### config.mk
export PLATFORM = sky130hd
export DESIGN_NAME = sram_bus_ctrl
export DESIGN_NICKNAME = d
export VERILOG_FILES = /design/src/rtl/sram_ctrl_pkg.sv /design/src/rtl/sram_phase_timer.sv /design/src/rtl/sram_req_latch.sv /design/src/rtl/sram_rd_capture.sv /design/src/rtl/sram_bus_ctrl.sv
export SDC_FILE = /design/constraint.sdc
export NUM_CORES = 1
export LEC_CHECK = 0
export BUFFER_PORTS_ARGS = -buffer_cell sky130_fd_sc_hd__buf_2
export CORE_MARGIN = 3
export CORE_UTILIZATION = 43
export CTS_CLUSTER_DIAMETER = 120
export DETAILED_ROUTE_END_ITERATION = 10
export GPL_TIMING_DRIVEN = 0
export PLACE_DENSITY = 0.75
export SYNTH_ARGS = -nofsm -noshare
export SYNTH_HDL_FRONTEND = slang
export SYNTH_HIERARCHICAL = 1
export SYNTH_SLANG_ARGS = --single-unit
### constraint.sdc
create_clock -name clk -period 1.45 [get_ports clk]
set_clock_uncertainty 0.1 [all_clocks]
set_input_delay 0.0725 -clock clk [delete_from_list [all_inputs] [get_ports clk]]
set_output_delay 0.0725 -clock clk [all_outputs]
set_load 0.005 [all_outputs]
### src/rtl/sram_ctrl_pkg.sv
package sram_ctrl_pkg;

    typedef enum logic [2:0] {
        ST_IDLE,
        ST_RD_ACCESS,
        ST_WR_TURN,
        ST_WR_SETUP,
        ST_WR_PULSE,
        ST_WR_HOLD
    } ctrl_state_e;

    typedef struct packed {
        logic cs_n;
        logic oe_n;
        logic we_n;
        logic drive;
    } pin_ctl_t;

    localparam pin_ctl_t PINS_STANDBY = '{cs_n: 1'b1, oe_n: 1'b1, we_n: 1'b1, drive: 1'b0};

    function automatic pin_ctl_t pins_for(input ctrl_state_e st);
        pin_ctl_t p;
        p = PINS_STANDBY;
        unique case (st)
            ST_IDLE:      p = PINS_STANDBY;
            ST_WR_TURN:   p = PINS_STANDBY;
            ST_RD_ACCESS: begin p.cs_n = 1'b0; p.oe_n = 1'b0; end
            ST_WR_SETUP:  begin p.cs_n = 1'b0; p.drive = 1'b1; end
            ST_WR_PULSE:  begin p.cs_n = 1'b0; p.we_n = 1'b0; p.drive = 1'b1; end
            ST_WR_HOLD:   begin p.cs_n = 1'b0; p.drive = 1'b1; end
            default:      p = PINS_STANDBY;
        endcase
        return p;
    endfunction

    function automatic int max_of(input int a, input int b);
        return (a > b) ? a : b;
    endfunction

endpackage

### src/rtl/sram_phase_timer.sv
module sram_phase_timer #(
    parameter int CNT_W = 2
) (
    input  logic             clk,
    input  logic             rst_n,
    input  logic             load,
    input  logic [CNT_W-1:0] load_val,
    output logic             done
);
    logic [CNT_W-1:0] cnt_q;

    always_ff @(posedge clk or negedge rst_n) begin
        if (!rst_n) begin
            cnt_q <= '0;
        end else if (load) begin
            cnt_q <= load_val;
        end else if (cnt_q != '0) begin
            cnt_q <= cnt_q - 1'b1;
        end
    end

    assign done = (cnt_q == '0);
endmodule

### src/rtl/sram_req_latch.sv
module sram_req_latch #(
    parameter int ADDR_W = 20,
    parameter int DATA_W = 4
) (
    input  logic              clk,
    input  logic              rst_n,
    input  logic              take,
    input  logic [ADDR_W-1:0] in_addr,
    input  logic [DATA_W-1:0] in_wdata,
    output logic [ADDR_W-1:0] hold_addr,
    output logic [DATA_W-1:0] hold_wdata
);
    always_ff @(posedge clk or negedge rst_n) begin
        if (!rst_n) begin
            hold_addr  <= '0;
            hold_wdata <= '0;
        end else if (take) begin
            hold_addr  <= in_addr;
            hold_wdata <= in_wdata;
        end
    end
endmodule

### src/rtl/sram_rd_capture.sv
module sram_rd_capture #(
    parameter int DATA_W = 4
) (
    input  logic              clk,
    input  logic              rst_n,
    input  logic              sample,
    input  logic [DATA_W-1:0] din,
    output logic [DATA_W-1:0] rdata,
    output logic              valid
);
    always_ff @(posedge clk or negedge rst_n) begin
        if (!rst_n) begin
            rdata <= '0;
            valid <= 1'b0;
        end else begin
            valid <= sample;
            if (sample) begin
                rdata <= din;
            end
        end
    end

    AST_RSP_SINGLE_PULSE: assert property (@(posedge clk) disable iff (!rst_n)
        valid |=> !valid);
endmodule

### src/rtl/sram_bus_ctrl.sv
module sram_bus_ctrl
    import sram_ctrl_pkg::*;
#(
    parameter int ADDR_W    = 20,
    parameter int DATA_W    = 4,
    parameter int READ_CYC  = 1,
    parameter int SETUP_CYC = 1,
    parameter int PULSE_CYC = 1,
    parameter int HOLD_CYC  = 1,
    parameter int TURN_CYC  = 1
) (
    input  logic              clk,
    input  logic              rst_n,
    input  logic              req_valid,
    output logic              req_ready,
    input  logic              req_write,
    input  logic [ADDR_W-1:0] req_addr,
    input  logic [DATA_W-1:0] req_wdata,
    output logic              rsp_valid,
    output logic [DATA_W-1:0] rsp_rdata,
    output logic [ADDR_W-1:0] mem_addr,
    output logic              mem_cs_n,
    output logic              mem_oe_n,
    output logic              mem_we_n,
    output logic [DATA_W-1:0] mem_dout,
    input  logic [DATA_W-1:0] mem_din,
    output logic              mem_dout_en
);
    localparam int LONGEST = max_of(max_of(READ_CYC, SETUP_CYC),
                                    max_of(max_of(PULSE_CYC, HOLD_CYC), TURN_CYC));
    localparam int CNT_W   = $clog2(LONGEST + 1);

    ctrl_state_e      state_q, state_nx;
    logic             accept;
    logic             tmr_load, tmr_done;
    logic [CNT_W-1:0] tmr_val;
    logic             last_rd_q;
    pin_ctl_t         pins_q;

    assign req_ready = (state_q == ST_IDLE);
    assign accept    = req_valid && req_ready;

    // next-state selection
    always_comb begin
        state_nx = state_q;
        unique case (state_q)
            ST_IDLE: begin
                if (accept) begin
                    if (!req_write)     state_nx = ST_RD_ACCESS;
                    else if (last_rd_q) state_nx = ST_WR_TURN;
                    else                state_nx = ST_WR_SETUP;
                end
            end
            ST_RD_ACCESS: if (tmr_done) state_nx = ST_IDLE;
            ST_WR_TURN:   if (tmr_done) state_nx = ST_WR_SETUP;
            ST_WR_SETUP:  if (tmr_done) state_nx = ST_WR_PULSE;
            ST_WR_PULSE:  if (tmr_done) state_nx = ST_WR_HOLD;
            ST_WR_HOLD:   if (tmr_done) state_nx = ST_IDLE;
            default:      state_nx = ST_IDLE;
        endcase
    end

    // phase length for the state being entered
    always_comb begin
        tmr_val = '0;
        unique case (state_nx)
            ST_RD_ACCESS: tmr_val = CNT_W'(READ_CYC - 1);
            ST_WR_TURN:   tmr_val = CNT_W'(TURN_CYC - 1);
            ST_WR_SETUP:  tmr_val = CNT_W'(SETUP_CYC - 1);
            ST_WR_PULSE:  tmr_val = CNT_W'(PULSE_CYC - 1);
            ST_WR_HOLD:   tmr_val = CNT_W'(HOLD_CYC - 1);
            default:      tmr_val = '0;
        endcase
    end
    assign tmr_load = (state_nx != state_q);

    // state register
    always_ff @(posedge clk or negedge rst_n) begin
        if (!rst_n) begin
            state_q   <= ST_IDLE;
            last_rd_q <= 1'b0;
        end else begin
            state_q <= state_nx;
            if (state_q == ST_RD_ACCESS)     last_rd_q <= 1'b1;
            else if (state_q == ST_WR_SETUP) last_rd_q <= 1'b0;
        end
    end

    // registered pin strobes, decoded from the state being entered
    always_ff @(posedge clk or negedge rst_n) begin
        if (!rst_n) pins_q <= PINS_STANDBY;
        else        pins_q <= pins_for(state_nx);
    end

    assign mem_cs_n    = pins_q.cs_n;
    assign mem_oe_n    = pins_q.oe_n;
    assign mem_we_n    = pins_q.we_n;
    assign mem_dout_en = pins_q.drive;

    sram_phase_timer #(.CNT_W(CNT_W)) u_timer (
        .clk      (clk),
        .rst_n    (rst_n),
        .load     (tmr_load),
        .load_val (tmr_val),
        .done     (tmr_done)
    );

    sram_req_latch #(.ADDR_W(ADDR_W), .DATA_W(DATA_W)) u_latch (
        .clk        (clk),
        .rst_n      (rst_n),
        .take       (accept),
        .in_addr    (req_addr),
        .in_wdata   (req_wdata),
        .hold_addr  (mem_addr),
        .hold_wdata (mem_dout)
    );

    sram_rd_capture #(.DATA_W(DATA_W)) u_capture (
        .clk    (clk),
        .rst_n  (rst_n),
        .sample (state_q == ST_RD_ACCESS && tmr_done),
        .din    (mem_din),
        .rdata  (rsp_rdata),
        .valid  (rsp_valid)
    );

    // checker support: widths of write pulse and of output-enable high time
    logic [CNT_W:0]   we_low_cnt;
    logic [CNT_W+1:0] oe_hi_cnt;
    always_ff @(posedge clk or negedge rst_n) begin
        if (!rst_n) begin
            we_low_cnt <= '0;
            oe_hi_cnt  <= '1;
        end else begin
            we_low_cnt <= mem_we_n ? '0 : we_low_cnt + 1'b1;
            if (!mem_oe_n)           oe_hi_cnt <= '0;
            else if (oe_hi_cnt != '1) oe_hi_cnt <= oe_hi_cnt + 1'b1;
        end
    end

    AST_IDLE_STANDBY: assert property (@(posedge clk) disable iff (!rst_n)
        req_ready |-> mem_cs_n && mem_oe_n && mem_we_n && !mem_dout_en);
    AST_WE_PULSE_WIDTH: assert property (@(posedge clk) disable iff (!rst_n)
        $rose(mem_we_n) |-> we_low_cnt == (CNT_W+1)'(PULSE_CYC));
    AST_NO_BUS_FIGHT: assert property (@(posedge clk) disable iff (!rst_n)
        !(mem_dout_en && !mem_oe_n));
    AST_WRITE_OE_HIGH: assert property (@(posedge clk) disable iff (!rst_n)
        !mem_we_n |-> mem_oe_n && !mem_cs_n && mem_dout_en);
    AST_BUSY_NOT_READY: assert property (@(posedge clk) disable iff (!rst_n)
        accept |=> !req_ready);
    AST_TURNAROUND: assert property (@(posedge clk) disable iff (!rst_n)
        $rose(mem_dout_en) |-> oe_hi_cnt > (CNT_W+2)'(TURN_CYC));
    AST_HOLD_AFTER_WE: assert property (@(posedge clk) disable iff (!rst_n)
        $rose(mem_we_n) |-> mem_dout_en && !mem_cs_n);
    AST_ADDR_STABLE: assert property (@(posedge clk) disable iff (!rst_n)
        (!mem_cs_n && $past(!mem_cs_n)) |-> $stable(mem_addr));
    AST_NO_WRITE_RSP: assert property (@(posedge clk) disable iff (!rst_n)
        (!mem_we_n || mem_dout_en) |-> !rsp_valid);
endmodule

---- Word level (Yosys, flattened, before mapping) ----
Index checks and enable logic that the tools add are counted.
word-level totals
  flip-flop bits (word level) ............. 38
  output and inout bits ................... 34
  bits of input ports ..................... 32
cells by class
  add/sub/neg operators ................... 1
  bitwise operators ....................... 1
  muxes and demuxes ....................... 16
  reduce and logical (&&, ||, !) cells .... 7
  equal/unequal tests ..................... 10
operators by type and width
  cell                   number
  $mux W3                5
  $pmux W3 S5            1
  $eq A3 B3 Y1 const B   4
  $eq A3 B2 Y1 const B   3
  $mux W1                9
  $eq A3 B1 Y1 const B   2
  $reduce_or A4 Y1       1
  $logic_not A3 Y1       1
  $ne A3 B3 Y1           1
  $reduce_or A3 Y1       1
  $logic_and A1 B1 Y1    2
  $mux W2                1
  $reduce_bool A2 Y1     1
  $reduce_or A2 Y1       1
  $not A1 Y1             1
  $sub A1 B1 Y1 const B  1

---- Longest topological paths before layout ----
Gate-level depths: netlist of the first run.
  word-level depth ........................ 7
  gate-level depth with buffers ........... 6

---- Hierarchy ----
Netlist of the first run, hierarchy kept.
modules (own cells, without submodules)
  module            cells each  area each (µm²)  instances
  sram_req_latch    51          997.2            1
  sram_bus_ctrl     49          457.9            1
  sram_rd_capture   9           170.2            1
  sram_phase_timer  3           35.0             1

---- Least setup slack after synthesis of the first run ----
OpenSTA, ideal clock, no wires.
  kind .................................... reg-to-reg
  start point ............................. register state_q[0]
  end point ............................... register u_latch.hold_addr[0]
  arrival ................................. 1.364 ns
  period minus slack after synthesis ...... 1.590 ns
  slack ................................... -0.140 ns
  cell stages (with the launch flop) ...... 7
  path buffers ............................ 3
  path through ............................ dfrtp_1 -> buf_6 -> nand2b_1 -> nor2_1 -> buf_6 -> buf_12 -> mux2_4
on the way
  word-level cells in the longest chain between the ends .. 2
RTL lines
  element                 line                  RTL
  start, declared         sram_bus_ctrl.sv:33   ctrl_state_e state_q, state_nx;
  start signal, assigned  sram_bus_ctrl.sv:83   state_q <= state_nx;
  $logic_not A3 Y1        sram_bus_ctrl.sv:40   assign req_ready = (state_q == ST_IDLE);
  $logic_and A1 B1 Y1     sram_bus_ctrl.sv:41   assign accept = req_valid && req_ready;
  named net accept        sram_bus_ctrl.sv:34   logic accept;
  end signal, assigned    sram_req_latch.sv:18  hold_addr <= in_addr;
  end, declared           sram_req_latch.sv:10  output logic [ADDR_W-1:0] hold_addr,
The timed path passes the listed nets, and every way through them passes these cells.
A chain may end at the register's enable or synchronous reset.

---- Final worst setup path of the first run ----
  start point ............................. register state_q[2]
  end point ............................... register u_latch.hold_addr[11]
The elaborated chain is that of the path after synthesis.

==> metrics.md, run 1 <==
| Metric | Value |
|---|---|
| Status | finished, violations left |
| Violated checks | setup timing |
| # nets final | 254 |
| DRT Wirelength | 4163 um |
| M3 GR Usage | between 5 and 6% |
| Cells after DPL | approximately 220 |
| Highest clock rate | 0.6426 GHz |
| PD cells | roughly 2100 nW/um^2 |
| Mapped Nets | 144 |
| Total CTS buffers | 5 |
| Final core occ | 72.00% |
| Slew margin rel. | 45.30% |
| Internal Power | 3.612 mW |
| DP Worst Slack | -0.1685 ns |
| Worst Hold Class | input pin to register |
| I/O Buffers | 65 |
| Busiest layer in global routing | met2 |
| H-tree depth | 2 |
| Initial Utilization | 47.16% |
| Root Driver | clkbuf_8 |
| DR iter-0 viols | 40 |
| Primary FF master, synth | dfrtp_1 |
| Critical path fanouts, max | 10 |
| Fin crit period | 1.556 ns |
| Sequential Power Share | 35.4% |
| Mapped Avg Cell Area | around 15 um^2 |
| Die H | 68.14 um |
| Clock sink count | 38 |
| EDFF count, synth | 0 |
| Share of layout cells above drive strength 1 | 56.95% |
| WP data arrival | around 1.6 ns |
| Yosys warning count | 6 |
| CP required | 1.53 ns |
| Number of distinct library cells after synthesis | 32 |
| Post-Syn Area | roughly 1700 um^2 |
| CP startpoint kind | register |
| Combinational power share | 50.4% |
| Final HPWL DP | about 2400 um |
| Max IR drop VDD | between 1 and 1.5 mV |
| Filler cells | 233 |
| Longest Clk Path Bufs | 2 |
| Final TNS setup | -2.288 ns |
| Die area | 4643 um^2 |
| GRT Residual Overflow | 0 |
| Area grow syn2layout | 52.68% |
| Crit-path max cell delay | 0.39 ns |
| Vias per cell | 4.732 |
| Fin cells | 269 |
| IO Count | 66 |
| Worst-Skew Late Latency | between 0.2 and 0.3 ns |
| Routed length per instance | 15.48 um |
| Setup Viol. Count Final | 28 |
| Slew @ Worst Pin | 0.8205 ns |
| Vias post-DR | 1273 |
| Slowest cell on crit path | dfrtp_1 |
| Final period utilization | 107.3% |
| First-pass iteration count of the detailed router | 4 |
| Final hold violations | 0 |
| CTS tree | yes |
| Cells after synthesis | 112 |
| RSZ-0062 raised after global routing | yes |
| Total Power | 5.343 mW |
| Ant diodes | 0 |
| Initial antenna violation count | 0 |
| Leakage | 1.248 nW |
| Die W | slightly below 70 um |
| Setup CP Type | register to register |
| GRT Resource Usage Total | 18.72% |
| GR met2 Demand/Resource | between 30% and 40% |
| Pins over their slew limit | 0 |
| Std-Cell Rows | 21 |
| Switch Pwr | 1.731 mW |
| Core Footprint | about 3500 um^2 |
| GPL Wtd Cong | 0.8961 |
| Largest net degree at the start of global routing | 39 |
| Post-synth ARST share | 100.0% |
| Setup crit end kind | register |
| MaxCap Viol Count | 0 |
| Reg clk slew, reported paths | 0.07 ns |
| First-pass GRT wire length | 6127 um |
| Clock power frac | 14.1% |
| Final antenna-violating net count | 0 |
| Crit path cell chain | or2_4, nor2_4, buf_6, buf_12, mux2_4 |
| Part of the Yosys area used for sequential elements | about 57% |
| FF+latch count, synth | 38 |
| Switching Share | 32.40% |
| Vias in the first global route | roughly 1300 |
| DRC Markers | 0 |
| Met1 Use GR | a little under a fifth |
| Top delay family on crit path | flip-flops |
| Critical path buffer and inverter count | 2 |
| Worst Setup Slack, final | -0.1061 ns |
-- logic make-up (layout without fill, tap and decap cells) --
family          count (synthesis)  after routing  synth area share [%]
compound gates                 17             17                 7.913
buf+inv                        11            122                 5.501
flops                          38             38                 57.50
mux                            28             28                 23.51
other cells                     1              1                0.2259
simple gates                   17             17                 5.351
-- area by class of cell --
class	instances	area (um^2)	share of cell area (%)
sequential	38	954.7	37.66
multi-input combinational	63	639.4	25.22
clock inverter	2	12.51	0.4936
buffer	5	61.31	2.419
clock buffer	6	82.58	3.258
timing repair buffer	104	708.2	27.94
tap	46	57.56	2.270
inverter	5	18.77	0.7404
-- power by group through the flow --
| stage | Clock [mW] | Combinational (mW) | Sequential (mW) |
|---|---|---|---|
| 6_report | 0.755 | 2.70 | 1.89 |
| 5_1_grt | 0.809 | 2.93 | 1.96 |
| 4_1_cts | 0.767 | 2.61 | 1.86 |
| 3_5_place_dp | 0 | 2.35 | 1.88 |
| 3_3_place_gp | 0 | 2.30 | 1.86 |
| 2_1_floorplan | 0 | 1.53 | 1.93 |
-- what timing repair did --
| action | 4_1_cts | 5_1_grt |
|---|---|---|
| pin swaps | 0 | 1 |
| hold buffers | 29 | 0 |
| resized for setup | 2 | 3 |
| gates cloned | 0 | 1 |
| setup buffers | 8 | 1 |
| endpoints found under the setup margin | 28 | 29 |
| endpoints found under the hold margin | 63 | 0 |
-- per-stage QoR --
stage	hold WS [ns]	cell area, um^2
2_1_floorplan	-0.3231	1670
3_3_place_gp	0.09552	2053
3_5_place_dp	0.1113	2053
4_1_cts	0.02648	2506
5_1_grt	0.05921	2535
6_report	0.03329	2535
-- per-layer routing --
layer	vias up	share of wire, %
met4	0	2.3
li1	604	-
met1	622	38
met3	10	5.7
met5	-	0
met2	37	54
-- tightest hold or removal path, cell delays in order --
cell	delay (ns)
buf_2	0.13
o22ai_1	0.10
nand3_1	0.09
-- cells in the final DEF, fill, tap and decap left out, types with 2 or more instances in the layout --
cell,count
a21oi_1,2
buf_12,2
buf_2,67
buf_4,9
clkbuf_8,6
dfrtp_1,35
dfstp_2,3
dlygate4sd3_1,29
inv_1,3
inv_2,2
mux2_2,8
mux2_4,20
nand2_1,2
nor2_1,4
nor2_4,2
nor3_1,2
o21ai_0,3
o22ai_1,2
-- final timing paths --
| path | from | end | slack, ns | cells past startpoint |
|---|---|---|---|---|
| min in group asynchronous | rst_n | u_latch/hold_addr[4] | 0.30 | 2 |
| setup / recovery | state_q[2] | u_latch/hold_addr[11] | -0.11 | 5 |
| hold reg to reg | u_capture/rdata[0] | u_capture/rdata[0] | 0.41 | 1 |
| hold / removal | req_write | mem_oe_n | 0.03 | 3 |
| max in group asynchronous | rst_n | mem_dout_en | 0.42 | 2 |
| setup reg to reg | state_q[2] | u_latch/hold_addr[11] | -0.11 | 5 |
-- cell usage after synthesis, types with 2 or more instances --
master | count | share of area, %
dfrtp_1 | 35 | 53
mux2_4 | 20 | 18
mux2_2 | 8 | 5.4
nor2_1 | 6 | 1.4
inv_1 | 4 | 0.90
dfstp_2 | 3 | 4.7
nand2_1 | 3 | 0.68
o21ai_0 | 3 | 0.90
a21oi_1 | 2 | 0.60
buf_12 | 2 | 2.4
buf_2 | 2 | 0.60
buf_6 | 2 | 1.4
nor3_1 | 2 | 0.60
o22ai_1 | 2 | 0.75
-- registers in the layout (all words and copies together) (netlist names) --
signal / cells
state_q: 3
mem_dout_en: 1
u_latch/hold_addr: 20
last_rd_q: 1
mem_we_n: 1
u_capture/valid: 1
u_capture/rdata: 4
mem_oe_n: 1
mem_cs_n: 1
u_latch/hold_wdata: 4
u_timer/cnt_q: 1
Note: power is estimated with default switching activity, not from simulation.
==> run 2, diff against run 1 <==
PLACE_DENSITY = 0.86   (was 0.75)
==> run 2 against run 1 <==
Net effect:
- the flow still finishes with violations (setup timing)
- sequential share of layout area fell by 0.82 points
- core utilization rose by 1.7 points
- first-iteration DRC count rose by 57%
- non-clock buffer count fell by 1
- design area rose by 2.4%
- die area did not move
- via count rose by 2.0%
- cell count fell by 0.37%
- register-to-register slack got worse by 0.04 ns
- sequential power barely moved
- critical path depth did not move
- sequential cell count did not move
- critical endpoint is now u_latch/hold_wdata[2]
- highest routed layer unchanged
==> metrics.md, run 2 (synthesis gave the netlist of run 1 again) <==
| Metric | Value |
|---|---|
| Reg clk slew, reported paths | 0.07 ns (about the same) |
| Largest register FFs | 20 (unchanged) |
| Worst Min Path Start | req_write (unchanged) |
| DRT Wirelength | 4084 um (was 4163 um) |
| CTS tree | yes (unchanged) |
| Biggest regs | u_latch/hold_addr: 20 flops, u_capture/rdata: 4 flops, u_latch/hold_wdata: 4 flops (unchanged) |
| Worst-Skew Late Latency | 0.27 ns (was 0.29 ns) |
| Core Footprint | 3521 um^2 (unchanged) |
| Endpoint, Worst Hold | mem_oe_n (unchanged) |
| # nets final | 253 (was 254) |
| Routed length per instance | 15.24 um (was 15.48 um) |
| Highest clock rate | 0.6283 GHz (was 0.6426 GHz) |
| Largest net degree at the start of global routing | 39 (unchanged) |
| MaxCap Viol Count | 0 (unchanged) |
| Std-Cell Rows | 21 (unchanged) |
| PD cells | 2131 nW/um^2 (was 2108 nW/um^2) |
| Worst reg-to-reg path cell count | 5 (unchanged) |
| Root Driver | clkbuf_8 (unchanged) |
| IO Count | 66 (unchanged) |
| Clock sink count | 38 (unchanged) |
| Slew @ Worst Pin | 0.8131 ns (was 0.8205 ns) |
| DR iter-0 viols | 63 (was 40) |
| RSZ-0062 raised after global routing | yes (unchanged) |
| Critical path fanouts, max | 5 (was 10) |
| Die W | 68.14 um (unchanged) |
| First-pass iteration count of the detailed router | 4 (unchanged) |
| Ant diodes | 0 (unchanged) |
| DP Worst Slack | -0.1626 ns (was -0.1685 ns) |
| Final antenna-violating net count | 0 (unchanged) |
| Reg-to-reg slack, setup | -0.14 ns (was -0.11 ns) |
| GRT Resource Usage Total | 17.72% (was 18.72%) |
| Fin crit period | 1.592 ns (was 1.556 ns) |
| Register bank with the most flops | u_latch/hold_addr (unchanged) |
| Worst Hold Class | input pin to register (unchanged) |
| GRT Residual Overflow | 0 (unchanged) |
| Die area | 4643 um^2 (unchanged) |
| Hold Slack | 0.03856 ns (was 0.03329 ns) |
| GPL Wtd Cong | 0.8556 (was 0.8961) |
| Vias post-DR | 1298 (was 1273) |
| Setup CP Type | register to register (unchanged) |
| R2R Path Start | state_q[2] (unchanged) |
| Final HPWL DP | 2354 um (was 2423 um) |
| DRC Markers | 0 (unchanged) |
| Share of layout cells above drive strength 1 | 56.76% (was 56.95%) |
| Hold path depth | 3 (unchanged) |
| Pins over their slew limit | 0 (unchanged) |
| Status | finished, violations left (unchanged) |
| Violated checks | setup timing (unchanged) |
| Initial Utilization | 47.16% (unchanged) |
| Vias in the first global route | 1278 (was 1327) |
| Leakage | 1.278 nW (was 1.248 nW) |
| Final period utilization | 109.8% (was 107.3%) |
| Final TNS setup | -3.275 ns (was -2.288 ns) |
| Initial antenna violation count | 0 (unchanged) |
| Total CTS buffers | 5 (unchanged) |
| Max IR drop VDD | 1.664 mV (was 1.060 mV) |
| Setup crit end kind | register (unchanged) |
| Most frequent cells in the layout | 67 x buf_2, 34 x dfrtp_1, 29 x dlygate4sd3_1 (was 67 x buf_2, 35 x dfrtp_1, 29 x dlygate4sd3_1) |
| Longest Clk Path Bufs | 2 (unchanged) |
| Final hold violations | 0 (unchanged) |
| Die H | 68.14 um (unchanged) |
| Setup Viol. Count Final | 28 (unchanged) |
| Critical R2R Capture | u_latch/hold_wdata[2] (was u_latch/hold_addr[11]) |
| Leading cell type in the layout, fill and taps excluded | buf_2 (unchanged) |
| WP data arrival | 1.65 ns (was 1.64 ns) |
| First-pass GRT wire length | 6092 um (was 6127 um) |
| H-tree depth | 2 (unchanged) |
| Vias per cell | 4.843 (was 4.732) |
| I/O Buffers | 65 (unchanged) |
| Area grow syn2layout | 56.29% (was 52.68%) |
| Worst Setup Slack, final | -0.1416 ns (was -0.1061 ns) |
| Slew margin rel. | 45.79% (was 45.30%) |
| CP startpoint kind | register (unchanged) |
| CP Launch Point | state_q[2] (unchanged) |
| CP required | 1.51 ns (was 1.53 ns) |
run 2: what timing repair did:
action                                  4_1_cts  5_1_grt
gates cloned                                  0        2
endpoints found under the setup margin       28       30
endpoints found under the hold margin        63        0
hold buffers                                 29        0
gates resized for setup                       6        5
buffers inserted                              5        2
run 2: worst max-delay path: stages (launching register included):
cell	delay [ns]
dfrtp_1	0.40
or2_4	0.27
nor2_4	0.10
buf_8	0.15
clkbuf_16	0.15
mux2_4	0.30
run 2: layer usage:
layer  wire (um)  track usage, %  vias to the layer above
met5           0               0                        -
met4          62           3.722                        0
met3         327           4.269                       11
met2        2061           32.49                       70
met1        1633           20.84                      611
li1            -               -                      606
run 2: final cells by class:
| class | count | area [um^2] |
|---|---|---|
| inverters | 5 | 18.77 |
| flip-flops and latches | 38 | 955.9 |
| fillers | 221 | 925.9 |
| repair buffers | 103 | 734.5 |
| multi-input cells | 63 | 654.4 |
| well taps | 46 | 57.56 |
| clock buffers | 5 | 68.82 |
| plain buffers | 5 | 65.06 |
| clock inverters | 3 | 40.04 |
run 2: metrics by stage:
step | std cells | total power [mW] | instance area, um^2 | util (%)
after floorplan | 112 | 3.458 | 1670 | -
after global placement | 223 | 4.161 | 2053 | 58.32
after detailed placement | 223 | 4.219 | 2053 | 58.32
after CTS | 265 | 5.356 | 2525 | 71.71
after global routing | 268 | 5.911 | 2595 | 73.70
final | 268 | 5.530 | 2595 | 73.70
run 2: where the power goes:
part,total [mW],internal (mW),switching [mW]
Combinational,2.78,1.70,1.08
Sequential,1.91,1.63,0.282
Clock,0.843,0.506,0.337
run 2: worst max-delay path by stage:
stage / end / slack (ns)
3_3_place_gp: u_latch/hold_addr[10] / -0.16
2_1_floorplan: u_latch/hold_addr[0] / -0.08
4_1_cts: u_latch/hold_addr[7] / -0.13
6_report: u_latch/hold_wdata[2] / -0.14
3_5_place_dp: u_latch/hold_wdata[2] / -0.16
5_1_grt: u_capture/rdata[3] / -0.19
